<file path="config.mk">
export PLATFORM = sky130hd
export DESIGN_NAME = vjNodeDiscovery
export DESIGN_NICKNAME = d
export VERILOG_FILES = /design/src/rtl/vjDiscPkg.sv /design/src/rtl/vjDiscDatapath.sv /design/src/rtl/vjDiscControl.sv /design/src/rtl/vjNodeDiscovery.sv
export SDC_FILE = /design/constraint.sdc
export NUM_CORES = 1
export LEC_CHECK = 0
export BUFFER_PORTS_ARGS = -buffer_cell sky130_fd_sc_hd__buf_2
export CORE_MARGIN = 4
export CORE_UTILIZATION = 30
export CTS_BUF_LIST = sky130_fd_sc_hd__clkbuf_4 sky130_fd_sc_hd__clkbuf_8
export DETAILED_ROUTE_END_ITERATION = 10
export PLACE_DENSITY = 0.55
export SYNTH_ARGS = -nofsm -noshare
export SYNTH_HDL_FRONTEND = slang
export SYNTH_SLANG_ARGS = --single-unit
export TNS_END_PERCENT = 100
</file>
<file path="constraint.sdc">
create_clock -name clk -period 10.75 [get_ports clk]
set_input_delay 2.6875 -clock clk [delete_from_list [all_inputs] [get_ports clk]]
set_output_delay 2.6875 -clock clk [all_outputs]
set_load 0.02 [all_outputs]
</file>
<file path="src/rtl/vjDiscPkg.sv">
package vjDiscPkg;
  localparam int LEN_W = 9;

  typedef enum logic [1:0] {
    KIND_RESET = 2'd0,
    KIND_IR    = 2'd1,
    KIND_DR    = 2'd2
  } scanKind_e;

  typedef struct packed {
    logic clearAll;
    logic shiftNib;
    logic latchHub;
    logic checkNode;
    logic setError;
  } discStrobe_t;
endpackage

</file>
<file path="src/rtl/vjDiscDatapath.sv">
module vjDiscDatapath
  import vjDiscPkg::*;
#(
  parameter int DATA_W    = 64,
  parameter int TARGET_ID = 8'h08,
  parameter int DEBUG_OP  = 4'h8
) (
  input  logic              clk,
  input  logic              rstN,
  input  discStrobe_t       strobe,
  input  logic [3:0]        scanIn,
  output logic              noNodes,
  output logic              lastNode,
  output logic              anyMatch,
  output logic [LEN_W-1:0]  cmdLen,
  output logic [DATA_W-1:0] cmdData,
  output logic              errFlag,
  output logic [7:0]        foundAddr,
  output logic [7:0]        mVal,
  output logic [3:0]        addrWidth
);
  logic [31:0] acc;
  logic [7:0]  nodeCnt;
  logic [7:0]  nodeIdx;
  logic        matched;
  logic        idHit;

  function automatic logic [3:0] bitLen(input logic [7:0] v);
    logic [3:0] r;
    logic [7:0] t;
    r = '0;
    t = v;
    for (int i = 0; i < 8; i++) begin
      if (t != 8'd0) begin
        r = r + 4'd1;
        t = t >> 1;
      end
    end
    return r;
  endfunction

  always_ff @(posedge clk) begin
    if (!rstN || strobe.clearAll) begin
      acc       <= '0;
      nodeCnt   <= '0;
      nodeIdx   <= '0;
      mVal      <= '0;
      foundAddr <= '0;
      matched   <= 1'b0;
      errFlag   <= 1'b0;
    end else begin
      if (strobe.shiftNib) acc <= {scanIn, acc[31:4]};
      if (strobe.latchHub) begin
        nodeCnt <= acc[26:19];
        mVal    <= acc[7:0];
        nodeIdx <= '0;
      end
      if (strobe.checkNode) begin
        if (idHit) begin
          foundAddr <= nodeIdx + 8'd1;
          matched   <= 1'b1;
        end
        nodeIdx <= nodeIdx + 8'd1;
      end
      if (strobe.setError) errFlag <= 1'b1;
    end
  end

  assign idHit     = (acc[26:19] == 8'(TARGET_ID));
  assign anyMatch  = matched | idHit;
  assign noNodes   = (nodeCnt == 8'd0);
  assign lastNode  = ({1'b0, nodeIdx} + 9'd1) == {1'b0, nodeCnt};
  assign addrWidth = bitLen(nodeCnt);
  assign cmdLen    = LEN_W'(addrWidth) + LEN_W'(mVal);
  assign cmdData   = (DATA_W'(foundAddr) << mVal) | DATA_W'(DEBUG_OP);
endmodule

</file>
<file path="src/rtl/vjDiscControl.sv">
module vjDiscControl
  import vjDiscPkg::*;
#(
  parameter int DATA_W  = 64,
  parameter int IR_LEN  = 10,
  parameter int HUB_LEN = 64,
  parameter int VIR_OP  = 8'h0E,
  parameter int VDR_OP  = 8'h0C
) (
  input  logic              clk,
  input  logic              rstN,
  input  logic              start,
  input  logic              scanDone,
  input  logic              noNodes,
  input  logic              lastNode,
  input  logic              anyMatch,
  input  logic [LEN_W-1:0]  cmdLen,
  input  logic [DATA_W-1:0] cmdData,
  output discStrobe_t       strobe,
  output logic              reqValid,
  output scanKind_e         reqKind,
  output logic [LEN_W-1:0]  reqLen,
  output logic [DATA_W-1:0] reqData,
  output logic              busy,
  output logic              done
);
  typedef enum logic [3:0] {
    S_IDLE, S_TLR, S_VIR_A, S_HUBSEL, S_VDR_A, S_HUBNIB, S_HUBLATCH,
    S_NODESTART, S_NODENIB, S_NODECHK, S_VIR_B, S_CMD, S_VDR_B, S_DONE
  } state_e;

  state_e state, nextState;
  logic [2:0] nibCnt;

  always_ff @(posedge clk) begin
    if (!rstN) begin
      state  <= S_IDLE;
      nibCnt <= '0;
    end else begin
      state <= nextState;
      if (state == S_VDR_A || state == S_NODESTART || state == S_NODECHK)
        nibCnt <= '0;
      else if (strobe.shiftNib)
        nibCnt <= nibCnt + 3'd1;
    end
  end

  always_comb begin
    nextState = state;
    strobe    = '0;
    reqValid  = 1'b0;
    reqKind   = KIND_RESET;
    reqLen    = '0;
    reqData   = '0;
    done      = 1'b0;
    unique case (state)
      S_IDLE: if (start) begin
        strobe.clearAll = 1'b1;
        nextState = S_TLR;
      end
      S_TLR: begin
        reqValid = 1'b1;
        if (scanDone) nextState = S_VIR_A;
      end
      S_VIR_A, S_VIR_B: begin
        reqValid = 1'b1;
        reqKind  = KIND_IR;
        reqLen   = LEN_W'(IR_LEN);
        reqData  = DATA_W'(VIR_OP);
        if (scanDone) nextState = (state == S_VIR_A) ? S_HUBSEL : S_CMD;
      end
      S_HUBSEL: begin
        reqValid = 1'b1;
        reqKind  = KIND_DR;
        reqLen   = LEN_W'(HUB_LEN);
        if (scanDone) nextState = S_VDR_A;
      end
      S_VDR_A, S_VDR_B: begin
        reqValid = 1'b1;
        reqKind  = KIND_IR;
        reqLen   = LEN_W'(IR_LEN);
        reqData  = DATA_W'(VDR_OP);
        if (scanDone) nextState = (state == S_VDR_A) ? S_HUBNIB : S_DONE;
      end
      S_HUBNIB, S_NODENIB: begin
        reqValid = 1'b1;
        reqKind  = KIND_DR;
        reqLen   = LEN_W'(4);
        if (scanDone) begin
          strobe.shiftNib = 1'b1;
          if (nibCnt == 3'd7)
            nextState = (state == S_HUBNIB) ? S_HUBLATCH : S_NODECHK;
        end
      end
      S_HUBLATCH: begin
        strobe.latchHub = 1'b1;
        nextState = S_NODESTART;
      end
      S_NODESTART: begin
        if (noNodes) begin
          strobe.setError = 1'b1;
          nextState = S_DONE;
        end else begin
          nextState = S_NODENIB;
        end
      end
      S_NODECHK: begin
        strobe.checkNode = 1'b1;
        if (!lastNode) nextState = S_NODENIB;
        else if (anyMatch) nextState = S_VIR_B;
        else begin
          strobe.setError = 1'b1;
          nextState = S_DONE;
        end
      end
      S_CMD: begin
        reqValid = 1'b1;
        reqKind  = KIND_DR;
        reqLen   = cmdLen;
        reqData  = cmdData;
        if (scanDone) nextState = S_VDR_B;
      end
      S_DONE: begin
        done = 1'b1;
        nextState = S_IDLE;
      end
      default: nextState = S_IDLE;
    endcase
  end

  assign busy = (state != S_IDLE);
endmodule

</file>
<file path="src/rtl/vjNodeDiscovery.sv">
module vjNodeDiscovery
  import vjDiscPkg::*;
#(
  parameter int DATA_W = 64,
  parameter int IR_LEN = 10
) (
  input  logic              clk,
  input  logic              rstN,
  input  logic              start,
  input  logic              scanDone,
  input  logic [3:0]        scanIn,
  output logic              reqValid,
  output logic [1:0]        reqKind,
  output logic [LEN_W-1:0]  reqLen,
  output logic [DATA_W-1:0] reqData,
  output logic              busy,
  output logic              done,
  output logic              error,
  output logic [7:0]        nodeAddr,
  output logic [7:0]        mWidth,
  output logic [3:0]        nWidth
);
  discStrobe_t       strobe;
  scanKind_e         kindInt;
  logic              noNodes, lastNode, anyMatch;
  logic [LEN_W-1:0]  cmdLen;
  logic [DATA_W-1:0] cmdData;

  vjDiscControl #(.DATA_W(DATA_W), .IR_LEN(IR_LEN)) u_ctrl (
    .clk(clk), .rstN(rstN), .start(start), .scanDone(scanDone),
    .noNodes(noNodes), .lastNode(lastNode), .anyMatch(anyMatch),
    .cmdLen(cmdLen), .cmdData(cmdData), .strobe(strobe),
    .reqValid(reqValid), .reqKind(kindInt), .reqLen(reqLen),
    .reqData(reqData), .busy(busy), .done(done)
  );

  vjDiscDatapath #(.DATA_W(DATA_W)) u_dp (
    .clk(clk), .rstN(rstN), .strobe(strobe), .scanIn(scanIn),
    .noNodes(noNodes), .lastNode(lastNode), .anyMatch(anyMatch),
    .cmdLen(cmdLen), .cmdData(cmdData), .errFlag(error),
    .foundAddr(nodeAddr), .mVal(mWidth), .addrWidth(nWidth)
  );

  assign reqKind = kindInt;
endmodule

</file>
; After elaboration in Yosys (flattened, before gate mapping)
; Cells that the tools add are included.
[op_classes]
n_addsub = 11
n_eq_ne = 24
n_shift = 1
muxes = 47
n_bitwise = 2
n_reduce_logical = 25
[ops]
columns = operator, n
row1 = $pmux W64 S3, 1
row2 = $mux W4, 18
row3 = $mux W8, 9
row4 = $reduce_bool A8 Y1, 8
row5 = $shl A8 B8 Y64, 1
row6 = $pmux W4 S10, 1
row7 = $pmux W9 S4, 1
row8 = $add A4 B1 Y4 const B, 6
row9 = $eq A4 B4 Y1 const B, 6
row10 = $eq A4 B3 Y1 const B, 4
row11 = $ne A2 B2 Y1 const B, 7
row12 = $mux W1, 12
row13 = $add A4 B8 Y9, 1
row14 = $add A8 B1 Y9 const B, 1
row15 = $eq A9 B8 Y1, 1
row16 = $mux W3, 3
row17 = $reduce_or A9 Y1, 1
row18 = $add A8 B1 Y8 const B, 1
row19 = $eq A4 B2 Y1 const B, 2
row20 = $eq A8 B4 Y1 const B, 1
row21 = $logic_not A8 Y1, 1
row22 = $reduce_and A8 Y1, 1
row23 = $reduce_or A2 Y1, 4
row24 = $reduce_or A4 Y1, 2
row25 = 15 further kinds, 17
[word_totals]
ff_bits = 73
input_bits = 8
out_inout_bits = 99

; Longest topological paths before layout
[logic_depth]
depth_word = 18
ltp_mapped = 30
mapped_depth_nobuf = 28

; Cells and area by module
; Synthesis repeated with hierarchy kept, for this count alone.
[unflattened]
hier_cells = 709
hier_area_um2 = 5436.5
[by_module_without_submodules]
columns = mod, instances, cells_per_inst, area_per_inst_um2
row1 = vjDiscDatapath, 1, 543, 4309.1
row2 = vjDiscControl, 1, 166, 1127.3

; Least setup slack after synthesis
; No wires, ideal clock.
[synth_timing]
path_type = flip-flop to output port
from = reg u_dp.nodeCnt[5]
to = out reqLen[6]
arrival_ns = 6.840
required_ns = 8.062
setup_slack_ns = 1.223
path_stages_with_launch = 28
path_buffers = 3
cell_sequence = dfxtp_1 -> buf_6 -> or4_4 -> buf_6 -> or4_2 -> nor2_1 -> ha_1 -> buf_6 -> xor2_1 -> ha_1 -> o21ai_0 -> o41ai_1 -> ha_1 -> o21ai_0 -> inv_1 -> ha_1 -> mux2_2 -> ha_1 -> xnor2_1 -> mux2_2 -> nor4b_1 -> nor2_1 -> a211oi_1 -> ha_1 -> o21ai_0 -> a21oi_1 -> xnor2_1 -> a211oi_1
[synth_via]
elab_chain_len = 18
[synth_lines]
columns = item, line
row1 = from (decl), vjDiscDatapath.sv:23  ; logic [7:0] nodeCnt;
row2 = from (signal assigned), vjDiscDatapath.sv:54  ; nodeCnt <= acc[26:19];
row3 = $reduce_bool A8 Y1, vjDiscDatapath.sv:34  ; if (t != 8'd0) begin
row4 = $mux W8 or $mux W1 (tied branches), vjDiscDatapath.sv:34
row5 = $reduce_bool A8 Y1 or $add A1 B1 Y2 (tied branches), "vjDiscDatapath.sv:34, vjDiscDatapath.sv:35"
row6 = $mux W4 or $mux W8 (tied branches), vjDiscDatapath.sv:34
row7 = $add A4 B1 Y4 or $reduce_bool A8 Y1 (tied branches), "vjDiscDatapath.sv:35, vjDiscDatapath.sv:34"
row8 = $mux W4 or $mux W8 (tied branches), vjDiscDatapath.sv:34
row9 = $add A4 B1 Y4 or $reduce_bool A8 Y1 (tied branches), "vjDiscDatapath.sv:35, vjDiscDatapath.sv:34"
row10 = $mux W4 or $mux W8 (tied branches), vjDiscDatapath.sv:34
row11 = (+3 left out), --
row12 = $mux W4 or $mux W8 (tied branches), vjDiscDatapath.sv:34
row13 = $add A4 B1 Y4 or $reduce_bool A8 Y1 (tied branches), "vjDiscDatapath.sv:35, vjDiscDatapath.sv:34"
row14 = $mux W4 or $mux W8 (tied branches), vjDiscDatapath.sv:34
row15 = $add A4 B1 Y4 or $reduce_bool A8 Y1 (tied branches), "vjDiscDatapath.sv:35, vjDiscDatapath.sv:34"
row16 = $mux W4 (*), vjDiscDatapath.sv:34
row17 = via nWidth[3], vjNodeDiscovery.sv:21  ; output logic [3:0] nWidth
row18 = $add A4 B8 Y9 (*), vjDiscDatapath.sv:74  ; assign cmdLen = LEN_W'(addrWidth) + LEN_W'(mVal);
row19 = $pmux W9 S4 (*), vjDiscControl.sv:56  ; unique case (state)
row20 = to (decl), vjNodeDiscovery.sv:14  ; output logic [LEN_W-1:0] reqLen,
; The timed path passes the listed nets; every way through them passes the cells marked *.

; Final worst setup path
[layout_timing]
from = reg u_dp.nodeCnt[7]
to = out reqLen[5]
[layout_via]
elab_chain_len = 18
[layout_lines]
columns = item, line
row1 = $reduce_bool A8 Y1, vjDiscDatapath.sv:34
row2 = $mux W8 or $mux W1 (tied branches), vjDiscDatapath.sv:34
row3 = $reduce_bool A8 Y1 or $add A1 B1 Y2 (tied branches), "vjDiscDatapath.sv:34, vjDiscDatapath.sv:35"
row4 = $mux W4 or $mux W8 (tied branches), vjDiscDatapath.sv:34
row5 = $add A4 B1 Y4 or $reduce_bool A8 Y1 (tied branches), "vjDiscDatapath.sv:35, vjDiscDatapath.sv:34"
row6 = $mux W4 or $mux W8 (tied branches), vjDiscDatapath.sv:34
row7 = $add A4 B1 Y4 or $reduce_bool A8 Y1 (tied branches), "vjDiscDatapath.sv:35, vjDiscDatapath.sv:34"
row8 = $mux W4 or $mux W8 (tied branches), vjDiscDatapath.sv:34
row9 = (+2 left out), --
row10 = $add A4 B1 Y4 or $reduce_bool A8 Y1 (tied branches), "vjDiscDatapath.sv:35, vjDiscDatapath.sv:34"
row11 = $mux W4 or $mux W8 (tied branches), vjDiscDatapath.sv:34
row12 = $add A4 B1 Y4 or $reduce_bool A8 Y1 (tied branches), "vjDiscDatapath.sv:35, vjDiscDatapath.sv:34"
row13 = $mux W4 or $mux W8 (tied branches), vjDiscDatapath.sv:34
row14 = $add A4 B1 Y4 or $reduce_bool A8 Y1 (tied branches), "vjDiscDatapath.sv:35, vjDiscDatapath.sv:34"
row15 = $mux W4 (*), vjDiscDatapath.sv:34
row16 = $add A4 B8 Y9 (*), vjDiscDatapath.sv:74
row17 = $pmux W9 S4 (*), vjDiscControl.sv:56
; Mark *: on every way between the ends. The rest lies on a longest branch, timed or not.

==> run metrics <==
Area Overhead vs Synth=16.4%; Mapped Area=between 5000 and 6000 sq um; Peak VDD IR=roughly 0.056 mV; chip height=139 um; maxcap violations=0; Critical Path Most Common Cell=ha_1; Max Transition Viols Final=0; status=finished, final reports clean; distinct cell type count after synthesis=74; multiplexer share of the synthesized area=10.9%; Worst Skew=about 0.0075 ns; Synth area leaders=dfxtp_1 (28%), nor2_1 (9.2%), mux2i_1 (9.1%); WHS Endpoint=u_dp.mVal[3]; hold_sp=u_dp.acc[3]; Pre-Repair DR Iteration Count=5; Setup crit start kind=flip-flop; Max Root-Sink Buffers=2; Vias/cell=about 5.1; die area=just under 20,000 sq um; setup ws final=between 0.7 and 0.8 ns; Post-synth EDFFs=0; CP endpoint kind=primary output; Synth Area per Inst=about 7.5 sq um; pre-CTS setup slack=roughly 1.2 ns; Post-route DRC=0; Initial Util=30.9%; fin util=a little over a third; cts hold-fix bufs=0; Buffers on Ports=between 100 and 150; CTS tree=done; cts bufs inserted=9; asr flop ratio synth=0%; share of cells above drive strength 1=19.1%; Mapped Cells=about 700; Setup CP Type=reg2out; vias in the first global route=~4,600; HP Class=reg2reg; r2r startpoint=u_ctrl.state[3]; register area share after synthesis=between 20% and 30%; xor/xnor share of the synthesized area=around 5.7%; initial antenna violation count=0; area leader, netlist=dfxtp_1; setup bufs post-CTS=0; Cell Rows=47; final setup violation count=0; Synth Flop Type=dfxtp_1; Detailed Place HPWL=11.5 mm; Inst Count DP=between 900 and 1,000; GP Congestion=between 0.8 and 0.9; Global Route Usage Sum=between 10% and 20%; Clock Pin Slew Worst Setup and Hold Paths=0.08 ns; vias=~5,000; first-pass GRT wire length=24.3 mm; wire per inst=15.2 um; Post-Synth Adder-Cell Area=4.03%; DRC marker count from the first detailed-route iteration=~260; RR Endpoint=u_dp.foundAddr[1]; clock sink total=73; Hold WS=around 0.46 ns; remaining global-route overflow=0; antenna-violating nets left=0; Synth top area share=28.3%; CTS root buffer=clkbuf_8; RSZ-0062 raised after global routing=false; # diodes=0; Worst R2R Path Depth=5; FF-to-FF setup slack=7.90 ns; Final Non-Filler Cells=985; worst slew pin tran=about 0.94 ns; Syn. warnings=0; Tmin final=10.01 ns; die width=about 140 um; Worst EP required=8.06 ns; post-cts sizing count=0; worst-skew pair later-pin latency=~0.35 ns; # IOs=107; #FFs+latches synth=73; CP Buf/Inv Count=2; fmax=around 100 MHz; core box area=around 17,000 sq um; largest net degree at the start of global routing=56; Worst path top cell family by delay=adder cells; leakage power=~2.3 nW; setup_tns=0 ns; wire length reported by the detailed router=approximately 15 mm; endpoints failing hold=0; post-synthesis simple-gate area fraction=27.9%; crit share post-route=93.1%; worst path arrival time=between 7 and 8 ns; complex-gate fraction of the synthesized area=17.7%; slew margin rel.=36.6%; pwr/cell area=between 90 and 100 nW/um^2; hold path cells=2; Worst path max stage delay=roughly 0.64 ns; H-tree levels=3; largest family of logic cells by synthesized area=simple AND/OR/NAND/NOR gates; nets=784; worst-path fanout max=13; Critical Path Slowest Stage Cell=or4_4; syn nets=between 700 and 800
[placed cells by master (no fill, tap or decap), drive strengths merged, types with 4 or more instances in the layout]
cell,instances
buf,110
and2,7
nor4b,5
xnor2,14
and3,4
nor3,20
nor2,127
nor4,4
inv,22
xor2,14
nand4,4
mux2i,47
dfxtp,73
nand3b,4
nand2,74
clkbuf,10
nand2b,5
o31ai,10
mux2,6
or3,8
nand3,16
o21ai,27
or4,4
a211oi,7
a21o,4
nor2b,10
a21oi,45
ha,15
a21boi,4
o22ai,8
[metal layers]
metal / routed length, um / GRT usage [%] / up-vias
met5: 0 / 0 / -
li1: - / - / 2567
met3: 964 / 3.21 / 11
met2: 7110 / 25.4 / 160
met4: 202 / 3.71 / 0
met1: 6720 / 19.8 / 2302
[flip-flops by register name, indices dropped and copies added (netlist names)]
name and count:
u_ctrl.nibCnt 3, u_ctrl.state 4, u_dp.acc 32, u_dp.errFlag 1
u_dp.foundAddr 8, u_dp.mVal 8, u_dp.matched 1, u_dp.nodeCnt 8
u_dp.nodeIdx 8
[final cells by class]
class,count,area [sq um]
fillers,1821,10700
inverters,21,78.8
clock buffers,10,131
repair buffers,110,561
well taps,220,275
multi-input cells,545,3420
clock inverters,6,75.1
flip-flops and latches,73,1460
[cells in the mapped netlist, drive strengths merged, types with 5 or more instances]
master and count:
a211oi 7, a21oi 45, and2 7, buf 15
clkbuf 32, dfxtp 73, ha 15, inv 19
mux2 6, mux2i 47, nand2 74, nand2b 5
nand3 16, nor2 127, nor2b 10, nor3 20
nor4b 5, o21ai 27, o22ai 8, o31ai 10
or3 8, xnor2 14, xor2 14
[worst min-delay path, delay by kind of cell, from the launching register on]
family          cells  cell delay (ns)
flops               1             0.32
simple gates        1             0.05
compound gates      1             0.05
[how the worst max path moves through the flow]
stage / start / endpoint / slack (ns) / cells after the start
6_report: u_dp.nodeCnt[7] / reqLen[5] / 0.74 / 25
5_1_grt: u_dp.nodeCnt[7] / reqLen[6] / 0.12 / 27
4_1_cts: u_dp.nodeCnt[7] / reqLen[6] / 0.71 / 27
3_5_place_dp: u_dp.nodeCnt[7] / reqLen[6] / 1.15 / 27
3_3_place_gp: u_dp.nodeCnt[7] / reqLen[5] / 1.27 / 25
2_1_floorplan: u_dp.nodeCnt[5] / reqLen[6] / 1.22 / 27
[kinds of logic after synthesis]
group                    after synthesis
AND/OR/NAND/NOR                      305
XOR/XNOR                              29
buffers and inverters                 68
multiplexers                          54
adder cells (fa/ha/maj)               16
AO/OA/AOI/OAI                        141
flip-flops                            73
[per-stage QoR]
stage | cell area [sq um] | power, mW
CTS | 6000 | 0.576
floorplan | 5160 | 0.330
global placement | 5800 | 0.349
detailed placement | 5800 | 0.348
global route | 6000 | 0.592
finish | 6000 | 0.568
[where the power goes]
group,internal [mW],switching (mW)
Sequential,0.272,0.00937
Clock,0.114,0.113
Combinational,0.0197,0.0401
Total,0.405,0.162
No activity file was read; power rests on OpenSTA's default activity.
